File: config.mk
export PLATFORM = sky130hd
export DESIGN_NAME = pwu_unlock
export DESIGN_NICKNAME = d
export VERILOG_FILES = /design/src/rtl/pwu_pkg.sv /design/src/rtl/pwu_sync.sv /design/src/rtl/pwu_shifter.sv /design/src/rtl/pwu_ctrl.sv /design/src/rtl/pwu_unlock.sv
export SDC_FILE = /design/constraint.sdc
export NUM_CORES = 1
export LEC_CHECK = 0
export ABC_CLOCK_PERIOD_IN_PS = 2350
export CORE_MARGIN = 3
export CORE_UTILIZATION = 34
export DETAILED_ROUTE_END_ITERATION = 10
export GPL_TIMING_DRIVEN = 0
export PLACE_DENSITY_LB_ADDON = 0.3
export SLEW_MARGIN = 20
export SYNTH_ARGS = -nofsm -noshare
export SYNTH_HDL_FRONTEND = slang
export SYNTH_SLANG_ARGS = --single-unit
File: constraint.sdc
create_clock -name clk_i -period 2.35 [get_ports clk_i]
set_input_delay 0.47 -clock clk_i [delete_from_list [all_inputs] [get_ports clk_i]]
set_output_delay 0.47 -clock clk_i [all_outputs]
set_load 0.01 [all_outputs]
File: src/rtl/pwu_pkg.sv
package pwu_pkg;
  localparam int unsigned OP_BITS   = 8;
  localparam logic [OP_BITS-1:0] UNLOCK_OP = 8'hE9;

  typedef enum logic [1:0] {
    ST_IDLE = 2'd0,
    ST_BUSY = 2'd1,
    ST_FAIL = 2'd2
  } pwu_state_e;
endpackage

File: src/rtl/pwu_sync.sv
module pwu_sync #(
  parameter int unsigned STAGES  = 2,
  parameter bit          RST_VAL = 1'b0
) (
  input  logic clk_i,
  input  logic rst_ni,
  input  logic d_i,
  output logic q_o
);
  logic [STAGES-1:0] stg_q;

  always_ff @(posedge clk_i or negedge rst_ni) begin
    if (!rst_ni) stg_q <= {STAGES{RST_VAL}};
    else         stg_q <= {stg_q[STAGES-2:0], d_i};
  end

  assign q_o = stg_q[STAGES-1];
endmodule

File: src/rtl/pwu_shifter.sv
module pwu_shifter
  import pwu_pkg::*;
#(
  parameter int unsigned PW_BYTES = 8,
  localparam int unsigned PW_BITS    = PW_BYTES * 8,
  localparam int unsigned FRAME_BITS = OP_BITS + PW_BITS,
  localparam int unsigned CW         = $clog2(FRAME_BITS + 2)
) (
  input  logic               clk_i,
  input  logic               rst_ni,
  input  logic               cs_s_i,
  input  logic               sck_s_i,
  input  logic               si_s_i,
  output logic               frame_ok_o,
  output logic [PW_BITS-1:0] pw_o
);
  localparam logic [CW-1:0] CNT_FULL = CW'(FRAME_BITS);
  localparam logic [CW-1:0] CNT_OVER = CW'(FRAME_BITS + 1);
  localparam logic [CW-1:0] CNT_OP   = CW'(OP_BITS);

  logic               sck_q, cs_q;
  logic [CW-1:0]      cnt_q;
  logic [OP_BITS-1:0] op_q;
  logic [PW_BITS-1:0] sh_q;
  logic               sck_rise, cs_rise;

  assign sck_rise = sck_s_i & ~sck_q;
  assign cs_rise  = cs_s_i & ~cs_q;

  always_ff @(posedge clk_i or negedge rst_ni) begin
    if (!rst_ni) begin
      sck_q <= 1'b0;
      cs_q  <= 1'b1;
      cnt_q <= '0;
      op_q  <= '0;
      sh_q  <= '0;
    end else begin
      sck_q <= sck_s_i;
      cs_q  <= cs_s_i;
      if (cs_s_i) begin
        cnt_q <= '0;
      end else if (sck_rise) begin
        if (cnt_q < CNT_OP)        op_q <= {op_q[OP_BITS-2:0], si_s_i};
        else if (cnt_q < CNT_FULL) sh_q <= {sh_q[PW_BITS-2:0], si_s_i};
        if (cnt_q != CNT_OVER) cnt_q <= cnt_q + 1'b1;
      end
    end
  end

  // first byte on the wire lands in the top byte of sh_q; it is password byte 0
  for (genvar b = 0; b < PW_BYTES; b++) begin : g_swap
    assign pw_o[b*8 +: 8] = sh_q[(PW_BYTES-1-b)*8 +: 8];
  end

  assign frame_ok_o = cs_rise && (cnt_q == CNT_FULL) && (op_q == UNLOCK_OP);
endmodule

File: src/rtl/pwu_ctrl.sv
module pwu_ctrl
  import pwu_pkg::*;
#(
  parameter int unsigned PW_BITS   = 64,
  parameter int unsigned OP_CYCLES = 8,
  localparam int unsigned TW = (OP_CYCLES > 1) ? $clog2(OP_CYCLES) : 1
) (
  input  logic               clk_i,
  input  logic               rst_ni,
  input  logic               start_i,
  input  logic [PW_BITS-1:0] pw_i,
  input  logic [PW_BITS-1:0] hidden_pw_i,
  input  logic               clr_sts_i,
  input  logic               soft_rst_i,
  output logic               wip_o,
  output logic               perr_o,
  output logic               lock_o
);
  pwu_state_e    st_q;
  logic [TW-1:0] tmr_q;
  logic          match_q;
  logic          perr_q, lock_q;

  always_ff @(posedge clk_i or negedge rst_ni) begin
    if (!rst_ni) begin
      st_q    <= ST_IDLE;
      tmr_q   <= '0;
      match_q <= 1'b0;
      perr_q  <= 1'b0;
      lock_q  <= 1'b0;
    end else if (clr_sts_i || soft_rst_i) begin
      st_q   <= ST_IDLE;
      perr_q <= 1'b0;
    end else begin
      unique case (st_q)
        ST_IDLE: if (start_i) begin
          st_q    <= ST_BUSY;
          tmr_q   <= TW'(OP_CYCLES - 1);
          match_q <= (pw_i == hidden_pw_i);
        end
        ST_BUSY: begin
          if (tmr_q == '0) begin
            if (match_q) begin
              st_q   <= ST_IDLE;
              lock_q <= 1'b1;
            end else begin
              st_q   <= ST_FAIL;
              perr_q <= 1'b1;
            end
          end else begin
            tmr_q <= tmr_q - 1'b1;
          end
        end
        ST_FAIL: ;
        default: st_q <= ST_IDLE;
      endcase
    end
  end

  assign wip_o  = (st_q != ST_IDLE);
  assign perr_o = perr_q;
  assign lock_o = lock_q;
endmodule

File: src/rtl/pwu_unlock.sv
module pwu_unlock
  import pwu_pkg::*;
#(
  parameter int unsigned PW_BYTES    = 8,
  parameter int unsigned OP_CYCLES   = 8,
  parameter int unsigned SYNC_STAGES = 2,
  localparam int unsigned PW_BITS = PW_BYTES * 8
) (
  input  logic               clk_i,
  input  logic               rst_ni,
  input  logic               cs_ni,
  input  logic               sck_i,
  input  logic               si_i,
  input  logic [PW_BITS-1:0] hidden_pw_i,
  input  logic               clr_sts_i,
  input  logic               soft_rst_i,
  output logic               wip_o,
  output logic               perr_o,
  output logic               lock_o
);
  logic cs_s, sck_s, si_s, frame_ok;
  logic [PW_BITS-1:0] pw;

  pwu_sync #(.STAGES(SYNC_STAGES), .RST_VAL(1'b1)) u_cs_sync (
    .clk_i(clk_i), .rst_ni(rst_ni), .d_i(cs_ni), .q_o(cs_s));
  pwu_sync #(.STAGES(SYNC_STAGES), .RST_VAL(1'b0)) u_sck_sync (
    .clk_i(clk_i), .rst_ni(rst_ni), .d_i(sck_i), .q_o(sck_s));
  pwu_sync #(.STAGES(SYNC_STAGES), .RST_VAL(1'b0)) u_si_sync (
    .clk_i(clk_i), .rst_ni(rst_ni), .d_i(si_i), .q_o(si_s));

  pwu_shifter #(.PW_BYTES(PW_BYTES)) u_shift (
    .clk_i(clk_i), .rst_ni(rst_ni),
    .cs_s_i(cs_s), .sck_s_i(sck_s), .si_s_i(si_s),
    .frame_ok_o(frame_ok), .pw_o(pw));

  pwu_ctrl #(.PW_BITS(PW_BITS), .OP_CYCLES(OP_CYCLES)) u_ctrl (
    .clk_i(clk_i), .rst_ni(rst_ni),
    .start_i(frame_ok), .pw_i(pw), .hidden_pw_i(hidden_pw_i),
    .clr_sts_i(clr_sts_i), .soft_rst_i(soft_rst_i),
    .wip_o(wip_o), .perr_o(perr_o), .lock_o(lock_o));
endmodule

Word level (Yosys, flattened, before mapping) --
Cells that the tools add are included.
Cells by class: $add $sub $neg 2, $lt $le $gt $ge 2, eq/ne operators 12, mux-type cells 15, bitwise operators 7, reductions and logical operators 19
Operators with widths (count):
- 64-bit == test | 1
- 7-bit two-way mux | 3
- 3-bit AND reduction | 4
- 4-bit AND reduction | 3
- 2-bit nonzero test | 6
- 8-bit == test, second input constant | 1
- 2-bit two-way mux | 4
- 7-bit by 1-bit adder with 7-bit output, second input constant | 1
- 7-bit == test, second input constant | 1
- 7-bit by 4-bit < comparator with 1-bit output, second input constant | 1
- 7-bit < comparator, second input constant | 1
- 7-bit != test, second input constant | 1
- 3-bit two-way mux | 2
- 2-bit != test, second input constant | 3
- 2-bit case mux with 3 select lines | 1
- 3-bit case mux with 2 select lines | 1
- 1-bit inverter | 5
- 1-bit two-way mux | 4
- 3-bit logical NOT | 1
- 3-bit by 1-bit != test with 1-bit output, second input constant | 1
- 3-bit by 2-bit != test with 1-bit output, second input constant | 1
- 3-bit by 1-bit subtractor with 3-bit output, second input constant | 1
- 1-bit AND | 2
- 2-bit by 1-bit == test with 1-bit output, second input constant | 1
- 6 further kinds | 7
Word-level totals: register bits 95, input bits 71, output and inout port bits 3, word-level logic and storage cells 70

Depth between registers and ports, before layout --
Gate-level depths: netlist of the first run.
depth in word-level cells 7, mapped depth 7, depth with buffers taken out 7

Cells and area by module --
A second synthesis of the first run with hierarchy kept.
Unflattened totals: cell total of the unflattened synthesis 344, area, all modules 4779.6 µm²
Modules (own cells, without submodules):
- pwu_shifter | times used 1, cells each 209, area each 3515.9 µm², sequential area each 2028.2 µm²
- pwu_ctrl | times used 1, cells each 129, area each 1111.1 µm², sequential area each 200.2 µm²
- pwu_sync (u_sck_sync ...) | times used 2, cells each 2, area each 50.0 µm², sequential area each 50.0 µm²
- pwu_sync (u_cs_sync) | times used 1, cells each 2, area each 52.6 µm², sequential area each 52.6 µm²

Worst setup path after synthesis of the first run --
No wires, ideal clock.
kind register to register, from register u_cs_sync.stg_q[1], to register u_ctrl.tmr_q[1], library setup time 125 ps, arrival time 1574 ps, data required time 2225 ps, slack 651 ps, stages on the path, launching flop included 7, buffers on the path 1, clock period less this slack 1699 ps, cell sequence dfstp_2 > buf_4 > nand4bb_1 > nor3_1 > nand3_1 > a21o_1 > mux2_4
On the way: word-level cells in the longest chain between the ends 5
Ends and longest elaborated chain:
- start: declaration | line pwu_sync.sv:10 | logic [STAGES-1:0] stg_q;
- start signal: assignment | line pwu_sync.sv:13 | if (!rst_ni) stg_q <= {STAGES{RST_VAL}};
- start signal: assignment | line pwu_sync.sv:14 | else stg_q <= {stg_q[STAGES-2:0], d_i};
- 1-bit AND | line pwu_shifter.sv:28 | assign cs_rise = cs_s_i & ~cs_q;
- 1-bit logical AND (2 in a row) | line pwu_shifter.sv:55 | assign frame_ok_o = cs_rise && (cnt_q == CNT_FULL) && (op_q == UNLOCK_OP);
- 2-bit != test (no line)
- 4-bit AND reduction (no line)
- end signal: assignment | line pwu_ctrl.sv:38 | tmr_q <= TW'(OP_CYCLES - 1);
- end signal: assignment | line pwu_ctrl.sv:51 | tmr_q <= tmr_q - 1'b1;
- end: declaration | line pwu_ctrl.sv:20 | logic [TW-1:0] tmr_q;
Every way passes these cells. A chain may end at the register's enable or synchronous reset.

Worst setup path after layout of the first run --
from register u_ctrl.st_q[1], to output port wip_o
On the way: word-level cells in the longest chain between the ends 1
Ends and longest elaborated chain:
- start: declaration | line pwu_ctrl.sv:19 | pwu_state_e st_q;
- start signal: assignment | line pwu_ctrl.sv:26 | st_q <= ST_IDLE;
- start signal: assignment | line pwu_ctrl.sv:32 | st_q <= ST_IDLE;
- start signal: assignment | line pwu_ctrl.sv:37 | st_q <= ST_BUSY;
- 2-bit nonzero test | line pwu_ctrl.sv:60 | assign wip_o = (st_q != ST_IDLE);
- end: declaration | line pwu_unlock.sv:17 | output logic wip_o,
Every way passes these cells.

==> results of run 1 <==
## final timing paths
| check | slack (ps) | start | endpoint |
|---|---|---|---|
| max | 340 | u_ctrl.st_q[1] | wip_o |
| max in group asynchronous | 1190 | rst_ni | u_shift.sh_q[24] |
| max reg2reg | 440 | u_cs_sync.stg_q[1] | u_ctrl.tmr_q[1] |
| min | 350 | u_sck_sync.stg_q[0] | u_sck_sync.stg_q[1] |
| min reg2reg | 350 | u_sck_sync.stg_q[0] | u_sck_sync.stg_q[1] |
| min in group asynchronous | 550 | rst_ni | u_ctrl.st_q[1] |
## synth_stat cells, types with 2 or more instances
cell and number:
dfrtp_1 92, xnor2_1 67, mux2_2 49, mux2_4 24, nand4_1 18, nor2_1 11, inv_1 8, buf_6 7
nand2_1 6, ha_1 5, nor3_1 5, nor4_1 4, xor2_1 4, a21oi_1 3, dfstp_2 3, nand3_1 3
and3_1 2, nand4bb_1 2, o21ai_0 2
## per-stage QoR
| stage | total power [uW] | instance area (sq um) |
|---|---|---|
| after global placement | 2100 | 5490 |
| final | 3760 | 5870 |
| after floorplan | 1900 | 4540 |
| after global routing | 3910 | 5870 |
| after detailed placement | 2110 | 5510 |
| after CTS | 3810 | 5870 |
## area by class of cell
class / instances / area [sq um] / share of cell area, %
clock inverter: 5 / 106 / 1.81
clock buffer: 10 / 239 / 4.07
inverter: 8 / 30.0 / 0.512
buffer: 8 / 86.3 / 1.47
tap: 172 / 215 / 3.67
timing repair buffer: 75 / 769 / 13.1
multi-input combinational: 222 / 2040 / 34.8
sequential: 95 / 2380 / 40.6
## where the power goes
group	internal, uW	switching, uW	total [uW]
clock network	1060	611	1680
logic	207	126	333
registers	1700	46.0	1750
total	2980	783	3760
## sequential cells by signal, indices dropped and copies added (netlist names)
register	flops
u_cs_sync.stg_q	2
u_ctrl.lock_o	1
u_ctrl.match_q	1
u_ctrl.perr_o	1
u_ctrl.st_q	2
u_ctrl.tmr_q	3
u_sck_sync.stg_q	2
u_shift.cnt_q	7
u_shift.cs_q	1
u_shift.op_q	8
u_shift.sck_q	1
u_shift.sh_q	64
u_si_sync.stg_q	2
## cell families (layout without fill, tap and decap cells)
family          Yosys count  in the layout  synth area share, %
fa+ha+maj                 5              5                 1.38
mux                      73             73                 20.1
flops                    95             95                 52.5
compound gates           11             11                 1.57
simple gates             62             62                 8.24
buf+inv                  16            106                 2.56
xor+xnor                 71             71                 13.7
## layer usage
| layer | track usage [%] | part of all wire [%] |
|---|---|---|
| met4 | 2.94 | 0.88 |
| met2 | 21.3 | 46 |
| met3 | 4.46 | 5.3 |
| met1 | 20.0 | 48 |
| met5 | 0 | 0 |
## what timing repair did
action,4_1_cts,5_1_grt
hold buffers,1,0
setup endpoints to repair,0,0
endpoints found under the hold margin,21,0
resized for setup,0,0
==> flow_summary_export.csv, run 1 <==
group,metric,value,unit
run_status,outcome,"completed",
clock_network,cts_sinks,95,
timing,rsz0062_at_grt,"no",
clock_network,htreeDepth,3,
route,vias_per_cell,4.65,
timing,relSlewSlack,74.1,%
global_route,grt_pass1_wl,15.6,mm
route,dr.pass1.iters,4,
synthesis,synth_seq_cells,95,
placement,pre_cts_ws,93.1,ps
hold_path,hold_path_depth,0,
cells_and_area,syn_to_final_growth,29.3,%
worst_setup_path,critical_path.max_stage_delay,480,ps
worst_setup_path,crit_fanout,5,
floorplanning,die_height,122,um
clock_network,root_buffer,"clkbuf_16",
synthesis,async_flop_share,100,%
worst_setup_path,crit_type,"flip-flop to primary output",
timing,setup_viol,0,
synthesis,synth.net_count,409,
timing,fin_setup_tns,0,ps
floorplanning,die_x,122,um
synthesis,netlist_top_cells_area,"dfrtp_1 (51%), xnor2_1 (13%), mux2_2 (12%)",
timing,fin_skew,8.50,ps
worst_setup_path,ff2ff_path_depth,6,
worst_setup_path,crit_buf_inv,1,
timing,fin_crit,2010,ps
cells_and_area,finish.utilization,45.8,%
worst_setup_path,cp.arrival,1540,ps
synthesis,syn_avg_cell_area,13.6,sq um
placement,placed_cells,579,
synthesis,ys_seq_area_share,52.5,%
route,drt_iter0_markers,185,
synthesis,synthesis.area,4540,sq um
cells_and_area,num_antenna_cells,0,
worst_setup_path,crit_chain,"or2_2 -> clkdlybuf4s50_1",
synthesis,synth_ff_type,"dfrtp_1",
floorplanning,start_util,35.4,%
placement,dpl.hpwl,7.42,mm
timing,worst_slew_pin_slew,386,ps
synthesis,postSynthCellCount,333,
global_route,track_usage,14.1,%
clock_network,clock_latency,340,ps
hold_path,hp-class,"flip-flop to flip-flop",
route,drc,0,
worst_setup_path,cp.required,1880,ps
placement,port_buffers,73,
synthesis,yosys.area.top_type_share,50.7,%
timing,finalHoldWorstSlack,353,ps
timing,finalHoldViolCount,0,
clock_network,cts_buffer_depth,2,
route,routed_wl,9.69,mm
timing,final_max_slew_viol_count,0,
route,vias,2768,
clock_network,numCtsBuffers,9,
synthesis,synth_edf_count,0,
clock_network,clk_pin_slew,70,ps
cells_and_area,finalNetCount,495,
synthesis,ys_warn_count,0,
worst_setup_path,cp-start-kind,"flip-flop",
floorplanning,die-area,14800,sq um
power,peakVddDrop,322,uV
worst_setup_path,cp.depth,2,
worst_setup_path,cp_slowest_cell,"clkdlybuf4s50_1",
global_route,grt_max_degree,72,
timing,finalCritPeriodShare,85.4,%
timing,worst_slack,342,ps
synthesis,synth_top_area_cell,"dfrtp_1",
cells_and_area,mostFrequentLayoutCells,"dfrtp_1 (92), clkdlybuf4s50_1 (72), xnor2_1 (67)",
timing,fmax,498,MHz
placement,place.gp.congestion,0.745,
floorplanning,ioPinCount,74,
cells_and_area,finalNonFillerCells,595,
power,p_leak,0.00260,uW
global_route,overflow,0,
global_route,antenna_found_initial,0,
floorplanning,core,12800,sq um
global_route,grt_pass1_vias,2903,
synthesis,yosys.cell_types.count,37,
job,drv_cap,0,
cells_and_area,layout_commonest_cell,"dfrtp_1",
clock_network,cts_tree,"yes",
cells_and_area,drive_gt1_share,25.3,%
route,routedWlPerCell,16.3,um
worst_setup_path,crit_family,"buffers and inverters",
power,power_density,640,nW/um^2
clock_network,cts_setup_buffers,0,
cells_and_area,num-fill-cells,1182,
floorplanning,num_rows,41,
worst_setup_path,cp-end-kind,"primary output",
route,drtAntennaViolNets,0,
Note: power is estimated with default switching activity, not from simulation.
==> inputs of run 2 (changes only) <==
Settings changed: CAP_MARGIN set to 5.
==> results of run 2 <==
No change in the layout: final DEF, timing and power equal those of run 1.
==> inputs of run 3 (changes only) <==
Settings changed: CORE_UTILIZATION 34 to 42.
==> run 3 against run 2 <==
Die area shrank 18%. Clock power decreased by 36%. Count of clock-buffer cells in the layout unchanged. First-iteration DRC count down 60%. Final cell count down 6.4%. Wire length shrank 3.5%. Combinational power down 2%. Critical endpoint unchanged.
==> flow_summary_export.csv, run 3 (synthesized netlist as in run 1, its figures left out) <==
group,metric,value,unit
floorplanning,ioPinCount,74,
floorplanning,core,10400,sq um
worst_setup_path,crit_fanout,6,
cells_and_area,largest_reg_flops,64,
worst_setup_path,crit_type,"flip-flop to primary output",
timing,worst_slew_pin_slew,427,ps
route,dr.pass1.iters,4,
timing,finalHoldViolCount,0,
clock_network,root_buffer,"clkbuf_8",
worst_setup_path,cp.arrival,1560,ps
global_route,overflow,0,
power,p_sw_share,23.3,%
placement,port_buffers,73,
cells_and_area,syn_to_final_growth,24.6,%
floorplanning,die_x,110,um
global_route,grt_pass1_wl,15.1,mm
cells_and_area,layout_commonest_cell,"dfrtp_1",
cells_and_area,finish.utilization,54.3,%
cells_and_area,finalNetCount,494,
timing,fin_crit,2030,ps
floorplanning,die-area,12100,sq um
power,p_leak,0.00253,uW
placement,place.gp.congestion,0.792,
timing,finalCritPeriodShare,86.5,%
power,power_density,557,nW/um^2
worst_setup_path,cp_slowest_cell,"clkdlybuf4s50_1",
placement,pre_cts_ws,108,ps
worst_setup_path,crit_chain,"or2_2 -> clkdlybuf4s50_1",
route,drtAntennaViolNets,0,
route,routedWlPerCell,16.8,um
clock_network,numCtsBuffers,9,
cells_and_area,max_flop_register,"u_shift.sh_q",
timing,relSlewSlack,71.5,%
cells_and_area,final_area,5650,sq um
route,vias_per_cell,4.91,
timing,rsz0062_at_grt,"no",
clock_network,clock_latency,360,ps
power,pwr-share-seq,55.5,%
timing,final_max_slew_viol_count,0,
cells_and_area,num-fill-cells,896,
floorplanning,die_height,110,um
route,drt_iter0_markers,74,
power,combPwrFrac,10.4,%
power,intPower,2410,uW
floorplanning,num_rows,37,
global_route,grt_pass1_vias,3019,
route,drc,0,
cells_and_area,reg_top3,"u_shift.sh_q (64), u_shift.op_q (8), u_shift.cnt_q (7)",
run_status,outcome,"completed",
cells_and_area,mostFrequentLayoutCells,"dfrtp_1 (92), clkdlybuf4s50_1 (72), xnor2_1 (67)",
cells_and_area,num_antenna_cells,0,
worst_setup_path,crit_family,"buffers and inverters",
power,p_clk_share,34.1,%
power,p_switching,732,uW
clock_network,cts_setup_buffers,0,
worst_setup_path,cp.required,1880,ps
global_route,grt_max_degree,53,
clock_network,cts.repair.resized,0,
worst_setup_path,critical_path.max_stage_delay,480,ps
global_route,antenna_found_initial,0,
timing,setup_viol,0,
hold_path,hp-class,"input pin to async pin",
route,vias,2737,
worst_setup_path,crit_buf_inv,1,
clock_network,clk_pin_slew,90,ps
worst_setup_path,cp-end-kind,"primary output",
timing,worst_slack,316,ps
job,drv_cap,0,
clock_network,cts_buffer_depth,2,
clock_network,cts_tree,"yes",
placement,placedInstanceArea,5470,sq um
timing,fin_skew,11.1,ps
clock_network,cts_hold_buf,0,
route,routed_wl,9.35,mm
clock_network,cts_sinks,95,
clock_network,htreeDepth,3,
worst_setup_path,cp-start-kind,"flip-flop",
timing,fmax,492,MHz
placement,dpl.hpwl,7.06,mm
power,power.total,3150,uW
power,peakVddDrop,350,uV
global_route,track_usage,16.8,%
floorplanning,start_util,43.6,%
cells_and_area,drive_gt1_share,25.2,%
run 3: cell types whose count changed in the layout (fill, tap and decap cells not counted), sizes merged:
cell,before,now
bufinv,3,1
clkinv,1,2
dlygate4sd3,1,0
run 3: layer usage:
metal | up-vias | global-route usage (%) | wire length (um)
li1 | 1321 | - | -
met1 | 1348 | 21.4 | 4190
met2 | 55 | 28.0 | 4580
met3 | 13 | 4.23 | 424
met4 | 0 | 5.25 | 146
met5 | - | 0 | 0
run 3: worst paths after layout:
check,from,to,slack [ps],depth (start not counted)
min in group clk_i,u_sck_sync.stg_q[0],u_sck_sync.stg_q[1],360,0
setup / recovery,u_ctrl.st_q[0],wip_o,320,2
hold / removal,rst_ni,u_shift.cnt_q[4],10,1
setup reg to reg,u_cs_sync.stg_q[1],u_ctrl.tmr_q[1],430,6
max in group asynchronous,rst_ni,u_cs_sync.stg_q[0],1700,2
hold reg to reg,u_sck_sync.stg_q[0],u_sck_sync.stg_q[1],360,0
run 3: power by group through the flow:
stage	registers (uW)	logic, uW	clock network, uW
2_1_floorplan	1760	133	0
3_3_place_gp	1780	321	0
3_5_place_dp	1780	334	0
4_1_cts	1750	335	1110
5_1_grt	1760	358	1160
6_report	1750	327	1070
run 3: area by class of cell:
cell class	instances	area, sq um	share of cell area [%]
Inverter	8	30.0	0.531
Multi-Input combinational cell	222	2040	36.1
Tap cell	136	170	3.01
Clock inverter	4	47.5	0.841
Timing Repair Buffer	74	759	13.4
Buffer	8	86.3	1.53
Clock buffer	10	138	2.43
Sequential cell	95	2380	42.1
run 3: worst reg2reg max path, delay by kind of cell (launching register included):
family                 cells  cell delay [ps]
AO/OA/AOI/OAI              1              270
buffers and inverters      1              160
flip-flops                 1              550
multiplexers               1              300
AND/OR/NAND/NOR            3              530
run 3: through the flow:
step / hold WS, ps / setup TNS [ps] / std cells
2_1_floorplan: 174 / 0 / 333
3_3_place_gp: 338 / -250130 / 542
3_5_place_dp: 337 / 0 / 543
4_1_cts: 11.2 / 0 / 557
5_1_grt: 25.2 / 0 / 557
6_report: 13.5 / 0 / 557
